$ cat src/rtl/pio_pkg.sv
package pio_pkg;
  localparam int unsigned REG_AW = 6;
  localparam int unsigned BUS_DW = 32;

  localparam logic [REG_AW-1:0] OFS_DATA  = 6'h00;
  localparam logic [REG_AW-1:0] OFS_IE    = 6'h10;
  localparam logic [REG_AW-1:0] OFS_RAW   = 6'h14;
  localparam logic [REG_AW-1:0] OFS_MSK   = 6'h18;
  localparam logic [REG_AW-1:0] OFS_CLR   = 6'h1C;
  localparam logic [REG_AW-1:0] OFS_DIR   = 6'h20;
  localparam logic [REG_AW-1:0] OFS_SENSE = 6'h24;
  localparam logic [REG_AW-1:0] OFS_DUAL  = 6'h28;
  localparam logic [REG_AW-1:0] OFS_POL   = 6'h2C;
endpackage

$ cat src/rtl/pio_sync.sv
module pio_sync #(
  parameter int unsigned W      = 32,
  parameter int unsigned STAGES = 2
) (
  input  logic         clk_i,
  input  logic         rst_ni,
  input  logic [W-1:0] d_i,
  output logic [W-1:0] q_o
);
  logic [W-1:0] stg_q [STAGES];

  always_ff @(posedge clk_i or negedge rst_ni) begin
    if (!rst_ni) begin
      for (int i = 0; i < STAGES; i++) stg_q[i] <= '0;
    end else begin
      stg_q[0] <= d_i;
      for (int i = 1; i < STAGES; i++) stg_q[i] <= stg_q[i-1];
    end
  end

  assign q_o = stg_q[STAGES-1];
endmodule

$ cat src/rtl/pio_irq_detect.sv
module pio_irq_detect #(
  parameter int unsigned W = 32
) (
  input  logic         clk_i,
  input  logic         rst_ni,
  input  logic [W-1:0] pin_s_i,
  input  logic [W-1:0] sense_i,
  input  logic [W-1:0] dual_i,
  input  logic [W-1:0] pol_i,
  input  logic [W-1:0] clr_i,
  output logic [W-1:0] hit_o,
  output logic [W-1:0] lat_o,
  output logic [W-1:0] raw_o
);
  logic [W-1:0] prev_q, lat_q;
  logic [W-1:0] rise, fall, edge_sel, lvl;

  always_comb begin
    rise     = pin_s_i & ~prev_q;
    fall     = ~pin_s_i & prev_q;
    edge_sel = (dual_i & (rise | fall)) | (~dual_i & ((pol_i & rise) | (~pol_i & fall)));
    hit_o    = ~sense_i & edge_sel;
    lvl      = ~(pin_s_i ^ pol_i);
    raw_o    = (sense_i & lvl) | (~sense_i & lat_q);
  end

  // a new edge in the same cycle as a clear wins
  always_ff @(posedge clk_i or negedge rst_ni) begin
    if (!rst_ni) begin
      prev_q <= '0;
      lat_q  <= '0;
    end else begin
      prev_q <= pin_s_i;
      lat_q  <= (lat_q & ~clr_i) | hit_o;
    end
  end

  assign lat_o = lat_q;
endmodule

$ cat src/rtl/pio_regs.sv
module pio_regs
  import pio_pkg::*;
#(
  parameter int unsigned W = 32
) (
  input  logic              clk_i,
  input  logic              rst_ni,
  input  logic [REG_AW-1:0] addr_i,
  input  logic              wr_en_i,
  input  logic [BUS_DW-1:0] wdata_i,
  input  logic [W-1:0]      pin_s_i,
  input  logic [W-1:0]      raw_i,
  output logic [W-1:0]      out_o,
  output logic [W-1:0]      dir_o,
  output logic [W-1:0]      ie_o,
  output logic [W-1:0]      sense_o,
  output logic [W-1:0]      dual_o,
  output logic [W-1:0]      pol_o,
  output logic [W-1:0]      clr_o,
  output logic [BUS_DW-1:0] rdata_o
);
  logic [W-1:0] wd, rsel;

  assign wd    = wdata_i[W-1:0];
  assign clr_o = (wr_en_i && addr_i == OFS_CLR) ? wd : '0;

  always_ff @(posedge clk_i or negedge rst_ni) begin
    if (!rst_ni) begin
      out_o   <= '0;
      dir_o   <= '0;
      ie_o    <= '0;
      sense_o <= '0;
      dual_o  <= '0;
      pol_o   <= '0;
    end else if (wr_en_i) begin
      unique case (addr_i)
        OFS_DATA:  out_o   <= wd;
        OFS_DIR:   dir_o   <= wd;
        OFS_IE:    ie_o    <= wd;
        OFS_SENSE: sense_o <= wd;
        OFS_DUAL:  dual_o  <= wd;
        OFS_POL:   pol_o   <= wd;
        default: ;
      endcase
    end
  end

  always_comb begin
    unique case (addr_i)
      OFS_DATA:  rsel = (dir_o & out_o) | (~dir_o & pin_s_i);
      OFS_IE:    rsel = ie_o;
      OFS_RAW:   rsel = raw_i;
      OFS_MSK:   rsel = raw_i & ie_o;
      OFS_DIR:   rsel = dir_o;
      OFS_SENSE: rsel = sense_o;
      OFS_DUAL:  rsel = dual_o;
      OFS_POL:   rsel = pol_o;
      default:   rsel = '0;
    endcase
    rdata_o = BUS_DW'(rsel);
  end
endmodule

$ cat src/rtl/pio_port.sv
module pio_port
  import pio_pkg::*;
#(
  parameter int unsigned N_PINS      = 32,
  parameter int unsigned SYNC_STAGES = 2
) (
  input  logic              clk_i,
  input  logic              rst_ni,
  input  logic [5:0]        addr_i,
  input  logic              wr_en_i,
  input  logic [31:0]       wdata_i,
  output logic [31:0]       rdata_o,
  input  logic [N_PINS-1:0] pin_i,
  output logic [N_PINS-1:0] pin_o,
  output logic [N_PINS-1:0] pin_oe_o,
  output logic [N_PINS-1:0] irq_pin_o,
  output logic              irq_any_o
);
  logic [N_PINS-1:0] pin_s, raw, edge_hit, edge_lat;
  logic [N_PINS-1:0] out_q, dir_q, ie_q, sense_q, dual_q, pol_q, clr;

  pio_sync #(.W(N_PINS), .STAGES(SYNC_STAGES)) u_sync (
    .clk_i, .rst_ni, .d_i(pin_i), .q_o(pin_s)
  );

  pio_irq_detect #(.W(N_PINS)) u_det (
    .clk_i, .rst_ni,
    .pin_s_i(pin_s), .sense_i(sense_q), .dual_i(dual_q), .pol_i(pol_q),
    .clr_i(clr), .hit_o(edge_hit), .lat_o(edge_lat), .raw_o(raw)
  );

  pio_regs #(.W(N_PINS)) u_regs (
    .clk_i, .rst_ni, .addr_i, .wr_en_i, .wdata_i,
    .pin_s_i(pin_s), .raw_i(raw),
    .out_o(out_q), .dir_o(dir_q), .ie_o(ie_q), .sense_o(sense_q),
    .dual_o(dual_q), .pol_o(pol_q), .clr_o(clr), .rdata_o
  );

  assign pin_o     = out_q;
  assign pin_oe_o  = dir_q;
  assign irq_pin_o = raw & ie_q;

  always_ff @(posedge clk_i or negedge rst_ni) begin
    if (!rst_ni) irq_any_o <= 1'b0;
    else         irq_any_o <= |irq_pin_o;
  end
endmodule

$ cat config.mk
export PLATFORM = sky130hd
export DESIGN_NAME = pio_port
export DESIGN_NICKNAME = d
export VERILOG_FILES = /design/src/rtl/pio_pkg.sv /design/src/rtl/pio_sync.sv /design/src/rtl/pio_irq_detect.sv /design/src/rtl/pio_regs.sv /design/src/rtl/pio_port.sv
export SDC_FILE = /design/constraint.sdc
export NUM_CORES = 1
export LEC_CHECK = 0
export BUFFER_PORTS_ARGS = -buffer_cell sky130_fd_sc_hd__buf_2
export CAP_MARGIN = 20
export CORE_UTILIZATION = 63
export CTS_CLUSTER_DIAMETER = 120
export DETAILED_ROUTE_END_ITERATION = 10
export PLACE_DENSITY = 0.83
export SYNTH_ARGS = -nofsm -noshare
export SYNTH_HDL_FRONTEND = slang
export SYNTH_SLANG_ARGS = --single-unit
$ cat constraint.sdc
create_clock -name clk_i -period 4.2 [get_ports clk_i]
set_input_delay 0.21 -clock clk_i [delete_from_list [all_inputs] [get_ports clk_i]]
set_output_delay 0.21 -clock clk_i [all_outputs]
set_load 0.01 [all_outputs]
==> flow_summary.ini, run 1 <==
[status]
status = completed

[clocking]
cts_setup_buffers = 0
ctsHoldBuffers = 33
cts_tree = yes
cts.root.buffer_cell = clkbuf_16
h-tree-depth = 2
cts_made_buffers = 34
clkTransAtPathRegs_ps = 60
cts.sinks = 321
clock_latency_ps = 510
cts_resized = 0
clock_path_buffers = 3

[placement]
port_buffers = 201
finalWeightedCongestion = 0.877
dp.cells = 1773
hpwl_mm = 24.7
place_ws_ps = 1440

[timing]
timing.final.crit_share_pct = 60.3
fin_setup_tns_ps = 0
fin_skew_ps = 12.1
timing.fmax_mhz = 395
setup_ws_ps = 1670
slew_viol_final = 0
slew-limit-headroom_pct = 22.6
period_minus_slack_ps = 2530
hold_violations = 0
finalSetupViolCount = 0
rsz0062_at_grt = false
worstMarginPinSlew_ps = 1160

[critical_path]
r2r_start = u_regs.pol_o[2]
required_ps = 3990
ff2ff_path_depth = 5
critical_path.startpoint = addr_i[1]
worstSetupPathType = input port to primary output
r2r-end = irq_any_o
r2r_slack_ps = 1900
arrival_ps = 2320
critPathCaptureType = primary output
cp_max_fo = 44
critPathLaunchType = input port

[route]
dr.pass1.iters = 9
drc_errors = 0
wl_mm = 39.7
dr.first_iter.drc_count = 900
ant_nets = 0
vias_per_cell = 6.18
wl_per_cell_um = 21.3
via_count = 11500

[power]
power_mw = 7.70
p_leak_nw = 8.92
power.density_mw_per_mm2 = 425
irDropWorstVdd_uv = 447

[global_routing]
grt_pass1_vias = 11600
antenna_found_initial = 0
grt_use_total_pct = 32.4
grt_max_degree = 99
grt_pass1_wl_mm = 61.5
grt_overflow_total = 0

[run]
cap_violations = 0

[yosys]
synth_edf_count = 0
ys_ff_latch = 321
synth-main-ff-cell = dfrtp_1
synth.avg_cell_area_um2 = 12.0
synth_cell_type_count = 48
syn_nets = 1427
netlist_instances = 1290
syn-cell-area_mm2 = 0.0154
synthArstFlopShare_pct = 100
yosys_warnings = 0
ys_seq_area_share_pct = 52.1

[finish]
stdcell_count = 1864
diodes = 0
layout_common_cells = dfrtp_1 (321), mux2_2 (210), buf_2 (200)
area_growth_syn_to_layout_pct = 17.6
nets = 1660
final_common_cell = dfrtp_1
drive_gt1_share_pct = 33.3

[die]
die-area_mm2 = 0.0251
core_area_mm2 = 0.0238
start_util_pct = 64.9
die_w_um = 158
placementRows = 56
dieHeight_um = 158
ios = 202

[worst_hold_path]
worstHoldStart = wdata_i[13]
whs_endpoint = u_regs.out_o[13]
hp-class = input port to register
holdPathStages = 2
[layout make-up]
cell class                      instances  area (um^2)
Clock buffer                           47          961
Inverter                               76          285
Clock inverter                         11          109
Sequential cell                       321         8030
Tap cell                              319          399
Fill cell                            1547         5620
Timing Repair Buffer                  247         1470
Multi-Input combinational cell        843         6880
[worst max-delay path by stage]
| stage | endpoint | cells past startpoint | slack (ps) |
|---|---|---|---|
| 2_1_floorplan | rdata_o[22] | 7 | 2380 |
| 3_3_place_gp | u_regs.ie_o[6] | 5 | 1480 |
| 3_5_place_dp | u_regs.out_o[13] | 6 | 1440 |
| 4_1_cts | rdata_o[18] | 8 | 1730 |
| 5_1_grt | rdata_o[18] | 8 | 1640 |
| 6_report | rdata_o[18] | 8 | 1670 |
[layer usage]
layer	part of all wire, %	wire [um]	GRT usage, %
met1	39	15600	40.4
met2	49	19600	54.7
met3	8.3	3300	6.42
met4	3.2	1280	14.4
met5	0	0	0
[Yosys cell counts, types with 10 or more instances]
| library cell | count | area share [%] |
|---|---|---|
| inv_1 | 76 | 1.8 |
| nand2_1 | 103 | 2.5 |
| a22oi_1 | 16 | 0.78 |
| ha_1 | 64 | 5.2 |
| dfrtp_1 | 321 | 52 |
| mux2_2 | 210 | 15 |
| nor2b_1 | 15 | 0.61 |
| mux2i_1 | 20 | 1.3 |
| a31o_2 | 12 | 0.68 |
| and3b_1 | 12 | 0.68 |
| clkbuf_1 | 22 | 0.54 |
| nor2_1 | 51 | 1.2 |
| nand2b_1 | 25 | 1.0 |
| buf_2 | 20 | 0.65 |
| nand4_1 | 24 | 0.97 |
| o21ai_0 | 64 | 2.1 |
| mux2_4 | 10 | 0.97 |
| a21oi_1 | 52 | 1.7 |
| xnor2_1 | 23 | 1.3 |
| a222oi_1 | 23 | 1.5 |
| o2bb2ai_1 | 38 | 2.2 |
[kinds of logic (layout without fill, tap and decap cells)]
kind of cell               after synthesis  in the layout  synth area share [%]
and+or+nand+nor                        265            265                  8.71
AOI/OAI and AO/OA                      235            235                  10.6
muxes                                  247            247                  18.1
xor gates and xnor gates                32             32                  1.82
buffers and inverters                  126            381                  3.52
adders and majority gates               64             64                  5.19
DFF                                    321            321                  52.1
[flip-flops by register name (all words and copies together), names as in the netlist]
signal          cells
u_regs.ie_o        32
u_regs.out_o       32
u_det.lat_o        32
u_regs.pol_o       32
irq_any_o           1
u_regs.dual_o      32
u_regs.sense_o     32
u_det.prev_q       32
u_sync.q_o         32
u_sync.stg_q       32
u_regs.dir_o       32
[critical path: stages]
cell and delay, ps:
buf_2 120, or4_4 600, nor3_4 150, buf_4 550, a32o_1 280, a221oi_1 70
nand3_1 160, buf_2 160
[metrics by stage]
step	instance area [um^2]	hold slack, ps	utilization [%]
final	18100	21.9	76.4
after floorplan	15400	-85.6	-
after CTS	18100	6.79	76.4
after detailed placement	16700	290	70.5
after global routing	18100	29.0	76.4
after global placement	16700	294	70.4
[where the power goes]
group	switching, mW	leakage (nW)	total (mW)	internal (mW)
Sequential	0.323	3.96	3.71	3.39
Combinational	0.535	4.43	1.07	0.538
Clock	1.19	0.534	2.91	1.72
(Power assumes the default switching activity.)
==> run 2: changes to the inputs <==
--- a/config.mk
+++ b/config.mk
@@ -7,10 +7,10 @@
 export LEC_CHECK = 0
 export BUFFER_PORTS_ARGS = -buffer_cell sky130_fd_sc_hd__buf_2
 export CAP_MARGIN = 20
-export CORE_UTILIZATION = 63
+export CORE_UTILIZATION = 58
 export CTS_CLUSTER_DIAMETER = 120
 export DETAILED_ROUTE_END_ITERATION = 10
-export PLACE_DENSITY = 0.83
+export PLACE_DENSITY = 0.77
 export SYNTH_ARGS = -nofsm -noshare
 export SYNTH_HDL_FRONTEND = slang
 export SYNTH_SLANG_ARGS = --single-unit
==> constraint.sdc (replaced) <==
create_clock -name clk_i -period 2.5 [get_ports clk_i]
set_input_delay 0.125 -clock clk_i [delete_from_list [all_inputs] [get_ports clk_i]]
set_output_delay 0.125 -clock clk_i [all_outputs]
set_load 0.01 [all_outputs]
==> run 2 against run 1 <==
Effect of this change:
- design area rose by 4.1%
- core utilization is 3.9 points lower
- power up 73%
- critical path depth shrank 3
- die area up 8.5%
- critical path type is now register to primary output
- largest power group unchanged
==> flow_summary.ini, run 2 (same netlist as run 1, synthesis figures left out) <==
[status]
status = completed

[critical_path]
arrival_ps = 2290
critPathTopFamily = compound AO/OA/AOI/OAI gates
cp_max_fo = 5
critPathLaunchType = register
r2r_start = u_sync.q_o[2]
cpPeakStageDelay_ps = 640
worstSetupPathType = register to primary output
cp-endpoint = rdata_o[24]
crit_chain = xor2_1 > o21ai_0 > a22oi_1 > nand3_1 > buf_2
ff2ff_path_depth = 5
r2r-end = irq_any_o
critPathCaptureType = primary output
crit_cells = 5
r2r_slack_ps = 380
required_ps = 2380
worst_path_max_delay_cell = o21ai_0
critical_path.startpoint = u_sync.q_o[24]
cp.buffers_inverters = 1

[timing]
hold_ws_ps = 178
worstMarginPinSlew_ps = 779
fin_skew_ps = 23.7
finalSetupViolCount = 0
slew_viol_final = 0
fin_setup_tns_ps = 0
timing.fmax_mhz = 413
hold_violations = 0
timing.final.crit_share_pct = 96.8
slew-limit-headroom_pct = 47.5
rsz0062_at_grt = false
period_minus_slack_ps = 2420

[finish]
final_common_cell = dfrtp_1
nets = 1722
diodes = 0
area_growth_syn_to_layout_pct = 22.4
stdcell_count = 1944
drive_gt1_share_pct = 34.4
layout_common_cells = dfrtp_1 (321), mux2_2 (210), buf_2 (200)

[clocking]
cts.root.buffer_cell = clkbuf_16
clock_path_buffers = 3
cts_made_buffers = 35
ctsHoldBuffers = 65
cts_setup_buffers = 0
clock_latency_ps = 520
h-tree-depth = 2
cts_tree = yes
cts_resized = 0
clkTransAtPathRegs_ps = 60
cts.sinks = 321

[global_routing]
antenna_found_initial = 0
grt_pass1_wl_mm = 62.9
grt_max_degree = 79
grt_overflow_total = 0
grt_pass1_vias = 11700
grt_use_total_pct = 30.3

[power]
irDropWorstVdd_uv = 627
power.density_mw_per_mm2 = 707
internal-power_mw = 9.81
swShare_pct = 26.5
combPwrFrac_pct = 14.0
pwr-share-seq_pct = 46.7
p_sw_mw = 3.54
p_leak_nw = 9.28
pwr-share-clk_pct = 39.3

[route]
vias_per_cell = 5.96
dr.first_iter.drc_count = 888
ant_nets = 0
drc_errors = 0
via_count = 11600
dr.pass1.iters = 6
wl_mm = 41.0
wl_per_cell_um = 21.1

[die]
die-area_mm2 = 0.0273
die_w_um = 165
placementRows = 59
core_area_mm2 = 0.0261
ios = 202
dieHeight_um = 165
start_util_pct = 59.2

[run]
cap_violations = 0

[placement]
finalWeightedCongestion = 0.862
hpwl_mm = 26.7
dp.cells = 1818
port_buffers = 201

[worst_hold_path]
hp-class = input port to asynchronous set/reset pin
## run 2: cell count changes in the layout (fill, tap and decap cells not counted)
cell,previous run,this run
clkbuf_1,8,2
dlygate4sd3_1,33,65
inv_6,1,2
clkbuf_16,35,36
clkinv_8,0,1
clkinv_2,8,7
buf_4,10,34
buf_12,2,8
clkbuf_8,4,10
clkinvlp_4,0,1
buf_6,1,0
## run 2: through the flow
stage          power (mW)  area, um^2  worst slack (ps)  utilization [%]
6_report             13.4       18900              80.1             72.4
5_1_grt              13.9       18900              95.7             72.4
4_1_cts              13.4       18900               149             72.4
3_5_place_dp         8.08       17000               373             65.4
3_3_place_gp         8.00       17000               395             65.4
2_1_floorplan        7.23       15400               851                -
## run 2: layout make-up
| class | instances | area, um^2 |
|---|---|---|
| clock inverter | 13 | 136 |
| multi-input combinational | 843 | 6880 |
| clock buffer | 48 | 1050 |
| inverter | 76 | 285 |
| sequential | 321 | 8030 |
| fill | 1766 | 7180 |
| timing repair buffer | 308 | 2080 |
| tap | 335 | 419 |
## run 2: worst min-delay path by stage
| stage | start | end | slack, ps | depth (start not counted) |
|---|---|---|---|---|
| 3_5_place_dp | rst_ni | u_det.prev_q[8] | 170 | 1 |
| 3_3_place_gp | rst_ni | u_det.prev_q[8] | 160 | 1 |
| 5_1_grt | pin_i[30] | u_sync.stg_q[62] | 230 | 2 |
| 2_1_floorplan | rst_ni | irq_any_o | -170 | 0 |
| 6_report | rst_ni | u_det.prev_q[8] | 180 | 2 |
| 4_1_cts | rst_ni | u_det.prev_q[8] | 210 | 2 |
## run 2: per-layer routing
metal  global-route usage [%]  up-vias  share of wire [%]
met2                     51.4      473                 50
met3                     4.72      110                6.9
met5                        0        -                  0
met4                     11.4        0                3.0
met1                     39.3     5799                 41
li1                         -     5212                  -
## run 2: power by group through the flow
stage          Sequential [mW]  Clock [mW]  Combinational, mW
3_5_place_dp              6.30           0               1.78
6_report                  6.23        5.25               1.87
5_1_grt                   6.30        5.55               2.04
4_1_cts                   6.22        5.33               1.87
3_3_place_gp              6.28           0               1.72
2_1_floorplan             6.23           0              0.998
## run 2: worst register-to-register path: stages (launching register included)
cell and delay (ps):
dfrtp_1 430, xnor2_1 150, mux2_2 300, a2111oi_0 680
and4_1 350, nand4_1 100
